`src/rtl/cascade_mag_cmp_pkg.sv`:
```
package cascade_mag_cmp_pkg;
  typedef enum logic [1:0] {
    CMP_EQ = 2'b00,
    CMP_LT = 2'b01,
    CMP_GT = 2'b10
  } cmp_res_e;
endpackage

```
`src/rtl/cmp_bit_slice.sv`:
```
module cmp_bit_slice (
  input  logic a_bit,
  input  logic b_bit,
  output logic bit_gt,
  output logic bit_lt
);
  assign bit_gt = a_bit & ~b_bit;
  assign bit_lt = ~a_bit & b_bit;
endmodule

```
`src/rtl/cmp_priority_merge.sv`:
```
module cmp_priority_merge
  import cascade_mag_cmp_pkg::*;
#(
  parameter int N = 6
) (
  input  logic [N-1:0] bit_gt,
  input  logic [N-1:0] bit_lt,
  output cmp_res_e     result
);
  // the most significant differing bit position decides
  always_comb begin
    result = CMP_EQ;
    for (int i = 0; i < N; i++) begin
      if (bit_gt[i]) result = CMP_GT;
      else if (bit_lt[i]) result = CMP_LT;
    end
  end
endmodule

```
`src/rtl/cmp_enable_gate.sv`:
```
module cmp_enable_gate
  import cascade_mag_cmp_pkg::*;
(
  input  cmp_res_e result,
  input  logic     en_n,
  output logic     gt,
  output logic     lt,
  output logic     eq
);
  always_comb begin
    gt = 1'b0;
    lt = 1'b0;
    eq = 1'b0;
    if (!en_n) begin
      unique case (result)
        CMP_GT:  gt = 1'b1;
        CMP_LT:  lt = 1'b1;
        default: eq = 1'b1;
      endcase
    end
  end
endmodule

```
`src/rtl/cascade_mag_cmp.sv`:
```
module cascade_mag_cmp
  import cascade_mag_cmp_pkg::*;
#(
  parameter int WIDTH = 5
) (
  input  logic [WIDTH-1:0] a,
  input  logic [WIDTH-1:0] b,
  input  logic             en_n,
  input  logic             cas_a,
  input  logic             cas_b,
  output logic             gt,
  output logic             lt,
  output logic             eq
);
  localparam int EXT_W = WIDTH + 1;

  logic [EXT_W-1:0] ext_a;
  logic [EXT_W-1:0] ext_b;
  logic [EXT_W-1:0] slice_gt;
  logic [EXT_W-1:0] slice_lt;
  cmp_res_e         merged;

  // cascade pair sits below the words as bit 0
  assign ext_a = {a, cas_a};
  assign ext_b = {b, cas_b};

  for (genvar gi = 0; gi < EXT_W; gi++) begin : g_slice
    cmp_bit_slice u_slice (
      .a_bit  (ext_a[gi]),
      .b_bit  (ext_b[gi]),
      .bit_gt (slice_gt[gi]),
      .bit_lt (slice_lt[gi])
    );
  end

  cmp_priority_merge #(.N(EXT_W)) u_merge (
    .bit_gt (slice_gt),
    .bit_lt (slice_lt),
    .result (merged)
  );

  cmp_enable_gate u_gate (
    .result (merged),
    .en_n   (en_n),
    .gt     (gt),
    .lt     (lt),
    .eq     (eq)
  );
endmodule

```
`config.mk`:
```
export PLATFORM = sky130hd
export DESIGN_NAME = cascade_mag_cmp
export DESIGN_NICKNAME = d
export VERILOG_FILES = /design/src/rtl/cascade_mag_cmp_pkg.sv /design/src/rtl/cmp_bit_slice.sv /design/src/rtl/cmp_priority_merge.sv /design/src/rtl/cmp_enable_gate.sv /design/src/rtl/cascade_mag_cmp.sv
export SDC_FILE = /design/constraint.sdc
export NUM_CORES = 1
export LEC_CHECK = 0
export ABC_AREA = 1
export BUFFER_PORTS_ARGS = -buffer_cell sky130_fd_sc_hd__buf_2
export CAP_MARGIN = 25
export CORE_AREA = 2 2 39 41
export DETAILED_ROUTE_END_ITERATION = 12
export DIE_AREA = 0 0 41 43
export GPL_TIMING_DRIVEN = 1
export PLACE_DENSITY = 0.5
export SYNTH_ARGS = -nofsm -noshare
export SYNTH_HDL_FRONTEND = slang
export SYNTH_SLANG_ARGS = --single-unit
```
`constraint.sdc`:
```
create_clock -name vclk -period 1.4
set_input_delay 0.28 -clock vclk [all_inputs]
set_output_delay 0.28 -clock vclk [all_outputs]
set_load 0.03 [all_outputs]
```
==> results of run 1 <==
area by class of cell:
cell class / count / area (um^2) / area share [%]
Multi-Input combinational cell: 43 / 249 / 51.6
Tap cell: 16 / 20.0 / 4.15
Inverter: 12 / 57.6 / 11.9
Timing Repair Buffer: 20 / 156 / 32.4
cells by family after synthesis:
family	after synthesis
AND/OR/NAND/NOR	41
adder cells (fa/ha/maj)	2
buffers and inverters	12
synthesized netlist by cell type:
cell,count,share of area [%]
or2_4,2,6.7
or2_2,1,2.4
nand2_2,2,4.8
nand2_1,15,22
ha_1,2,9.6
nor2_1,5,7.2
inv_1,12,17
nand3_1,16,31
cell usage in the layout (no fill, tap or decap):
| master | n |
|---|---|
| or2_4 | 2 |
| buf_6 | 5 |
| nand2_4 | 1 |
| inv_1 | 7 |
| or2_2 | 1 |
| nand2_1 | 14 |
| buf_4 | 4 |
| nor2_1 | 2 |
| buf_12 | 1 |
| inv_12 | 1 |
| nand2_2 | 2 |
| inv_2 | 4 |
| nor2_4 | 3 |
| nand3_1 | 16 |
| ha_1 | 1 |
| buf_2 | 10 |
| ha_2 | 1 |
worst max path at each step:
stage                     start  end  slack [ps]  cells past startpoint
after global placement     b[0]   eq        -390                     13
after floorplan            b[0]   eq         -80                     11
after global routing      cas_b   eq        -340                     13
after CTS                  b[0]   eq        -250                     13
final                      b[0]   eq        -240                     13
after detailed placement   b[0]   eq        -390                     13
worst max-delay path, stage by stage:
cell and delay (ps):
buf_12 110, inv_12 40, nand2_4 40, nand2_1 50
nand3_1 60, nand3_1 70, nand3_1 60, nand3_1 70
nand2_1 60, ha_1 300, inv_2 70, nor2_4 30
buf_6 130
power breakdown:
part	total (W)	internal, W	switching, W
combinational	0.000180	0.0000866	0.0000936
sequential	0	0	0
clock	0	0	0
metrics by stage:
stage               cell area, um^2  instances  total power [W]
finish                          483         91         0.000180
CTS                             483         91         0.000183
detailed placement              434         91         0.000160
floorplan                       304         55         0.000107
global route                    483         91         0.000203
global placement                434         91         0.000159
what timing repair did:
item,4_1_cts,5_1_grt
setup endpoints to repair,3,3
resized for setup,15,0
pin swaps,6,0
per-layer routing:
metal | track usage, % | wire length, um
met5 | 0 | 0
met4 | 0 | 0
met3 | 0 | 12
met1 | 14.2 | 271
met2 | 11.9 | 284
==> out/results.txt, run 1 <==
HPWL after DPL = 525 um
Hold path startpoint = en_n
Final setup viols = 3
Antenna fix cells = 0
First-pass GRT wire length = 1130 um
GP Congestion = 0.699
Die area = 1760 um^2
Power per cell area = 373 nW/um^2
Tmin final = 1640 ps
Min-delay worst type = in -> out
DR vias = 371
Netlist cell types = 8
WHS = 904 ps
Via density per instance = 4.08
Post-Synth Adder-Cell Area = 9.57%
Avg Cell Area, Syn = 4.75 um^2
Max-slew violation count = 0
Antenna-violating nets left = 0
Ratio of cells with drive above 1 in the final layout = 46.7%
Die height = 43 um
Post-route setup TNS = -576 ps
Worst Path Arrival = 1360 ps
Row count = 14
Status = finished, violations left
Synth Cell Area = 262 um^2
Initial antenna violation count = 0
Wire per inst = 6.25 um
Fin. Hold Viols = 0
Pin count of the biggest net entering global routing = 5
Critical Path End Type = primary output
Core ar. = 1380 um^2
PortBufs = 16
Fraction of synthesized area in multiplexers = 0%
CP startpoint kind = input port
Syn nets = 70
WHS Path Cells = 3
Post-CTS Repair Setup Buffers = 0
Post-synthesis xor/xnor area fraction = 0%
Drt pass-1 iters = 4
Setup WS pre-CTS = -392 ps
# fillers = 157
Sequential area share after synthesis = 0%
Worst slew pin tran = 151 ps
CP Data Required Time = 1120 ps
Synth Area in Compound Gates = 0%
Initial Util = 18.9%
Unrepaired setup endpoints after global routing = yes
Final Cycle Share = 117%
Number of hold buffers added after cts = 0
Synthesis Warnings = 0
Failing checks = setup timing
Final net count = 92
Drt initial violations = 6
Crit Path Max Fanout = 3
All-Layer GR Usage = 8.29%
Die X = 41 um
Clkbuf count = 0
WS Path Type = in -> out
Hold Crit Endpoint = lt
Routed wire length = 569 um
Largest family of logic cells by synthesized area = simple AND/OR/NAND/NOR gates
Relative slew slack = 89.9%
Cells after Synth = 55
Register area = 0 um^2
Vias in the first global route = 296
Final core occ = 34.9%
Pleak = 0.286 nW
Final WS setup = -238 ps
Simple-gate portion of the synthesized area = 73.2%
Achievable frequency = 0.610 GHz
Maxcap violations = 0
Total I/O pin count = 16
DR DRC count = 0
Max VDD drop = 0.104 mV
Area growth syn-to-layout = 84.7%
Total gr overflow = 0
Sequential cells = 0
Power figures use the tool's default switching activity.
==> inputs of run 2 (changes only) <==
--- a/config.mk
+++ b/config.mk
@@ -8,11 +8,13 @@
 export ABC_AREA = 1
 export BUFFER_PORTS_ARGS = -buffer_cell sky130_fd_sc_hd__buf_2
 export CAP_MARGIN = 25
+export CELL_PAD_IN_SITES_DETAIL_PLACEMENT = 1
+export CELL_PAD_IN_SITES_GLOBAL_PLACEMENT = 1
 export CORE_AREA = 2 2 39 41
 export DETAILED_ROUTE_END_ITERATION = 12
 export DIE_AREA = 0 0 41 43
 export GPL_TIMING_DRIVEN = 1
-export PLACE_DENSITY = 0.5
+export PLACE_DENSITY = 0.72
 export SYNTH_ARGS = -nofsm -noshare
 export SYNTH_HDL_FRONTEND = slang
 export SYNTH_SLANG_ARGS = --single-unit
==> constraint.sdc (replaced) <==
create_clock -name vclk -period 1.4
set_input_delay 0.21 -clock vclk [all_inputs]
set_output_delay 0.21 -clock vclk [all_outputs]
set_load 0.03 [all_outputs]
==> out/results.txt, run 2 (synthesized netlist as in run 1, its figures left out) <==
Hold path startpoint = en_n
Unrepaired setup endpoints after global routing = yes
Drt pass-1 iters = 1
Vias in the first global route = 377
Leading cell type in the layout, fill and taps excluded = nand3_2
CP cell instances = buf_6, buf_6, nor2_4, nand2_1, nand3_2, nand3_2, nand3_2, nand3_2, nand2_1, ha_2, inv_2, nor2_2, buf_6
Achievable frequency = 0.641 GHz
Relative slew slack = 86.6%
Initial Util = 18.9%
Total gr overflow = 0
Sw power = 0.000106 W
Max VDD drop = 0.0971 mV
Routed wire length = 893 um
Largest stage delay on the critical path = 170 ps
GRT Max-Usage Layer = met2
Final setup viols = 3
Via density per instance = 4.46
Comb power frac = 100.0%
CP Data Required Time = 1190 ps
Setup WS pre-CTS = -247 ps
Fin. Hold Viols = 0
Final Cycle Share = 111%
Total I/O pin count = 16
Min-delay worst type = in -> out
Final WS setup = -160 ps
Drt initial violations = 0
All-Layer GR Usage = 10.9%
Critical Path End Type = primary output
Buf/Inv on CP = 4
Power per cell area = 368 nW/um^2
Antenna-violating nets left = 0
Final net count = 92
Crit Path Max Fanout = 2
Wire per inst = 9.81 um
DR DRC count = 0
Pwr Total = 0.000195 W
Area growth syn-to-layout = 103%
CP startpoint kind = input port
Core ar. = 1380 um^2
Status = finished, violations left
Sequential Power Share = 0%
Initial antenna violation count = 0
Largest delay share family, worst path = simple AND/OR/NAND/NOR gates
Max-slew violation count = 0
Register area = 0 um^2
Pleak = 0.316 nW
Ratio of cells with drive above 1 in the final layout = 66.7%
Clock power frac = 0%
DR vias = 406
Sequential cells = 0
M1 GR Usage = 16.5%
Die height = 43 um
GR met2 Demand/Resource = 17.8%
Row count = 14
WHS = 708 ps
Antenna fix cells = 0
# fillers = 180
Worst Path Arrival = 1350 ps
WS Path Type = in -> out
GR met3 Demand/Resource = 0%
CP most frequent cell = nand3_2
Failing checks = setup timing
HPWL after DPL = 694 um
Internal power = 0.0000890 W
Switching share of power = 54.4%
First-pass GRT wire length = 1450 um
Worst slew pin tran = 200 ps
Die X = 41 um
Clkbuf count = 0
PortBufs = 16
Most frequent cells in the layout = nand3_2 (12), nand2_1 (11), buf_2 (10)
Die area = 1760 um^2
Pin count of the biggest net entering global routing = 5
Maxcap violations = 0
Worst Setup SP = cas_b
GP Congestion = 0.743
Crit-path slowest cell = ha_2
Tmin final = 1560 ps
[run 2: repair_timing]
action,4_1_cts,5_1_grt
hold buffers,0,0
endpoints found under the setup margin,3,3
pin swaps,7,13
setup buffers,0,0
resized for setup,9,27
gates cloned,0,0
[run 2: metrics by stage]
stage / util (%) / instances / setup TNS (ps) / area, um^2
after global routing: 38.3 / 91 / -645 / 531
final: 38.3 / 91 / -368 / 531
after CTS: 30.7 / 91 / -371 / 424
after floorplan: - / 55 / -24.6 / 269
after global placement: 28.8 / 91 / -403 / 399
after detailed placement: 28.8 / 91 / -560 / 399
[run 2: per-layer routing]
layer / share of wire [%] / routed length [um]
met3: 3.7 / 33
met5: 0 / 0
met4: 0 / 0
met1: 40 / 357
met2: 56 / 501
[run 2: power by group through the flow]
stage	logic, W	clock network, W	registers [W]
after floorplan	0.0000919	0	0
after global placement	0.000139	0	0
after detailed placement	0.000145	0	0
after CTS	0.000161	0	0
after global routing	0.000216	0	0
final	0.000195	0	0
[run 2: layout make-up]
type / count / area, um^2 / area share [%]
multi-input cells: 43 / 312 / 58.7
well taps: 16 / 20.0 / 3.77
repair buffers: 20 / 151 / 28.5
inverters: 12 / 47.5 / 8.96
[run 2: path summary, 6_finish.rpt]
path	to	slack, ps	cells after the start
min	gt	710	3
max	gt	-160	13
[run 2: tightest hold or removal path, cell delays in order]
cell and delay (ps):
buf_2 120, nor2_2 40, buf_6 120
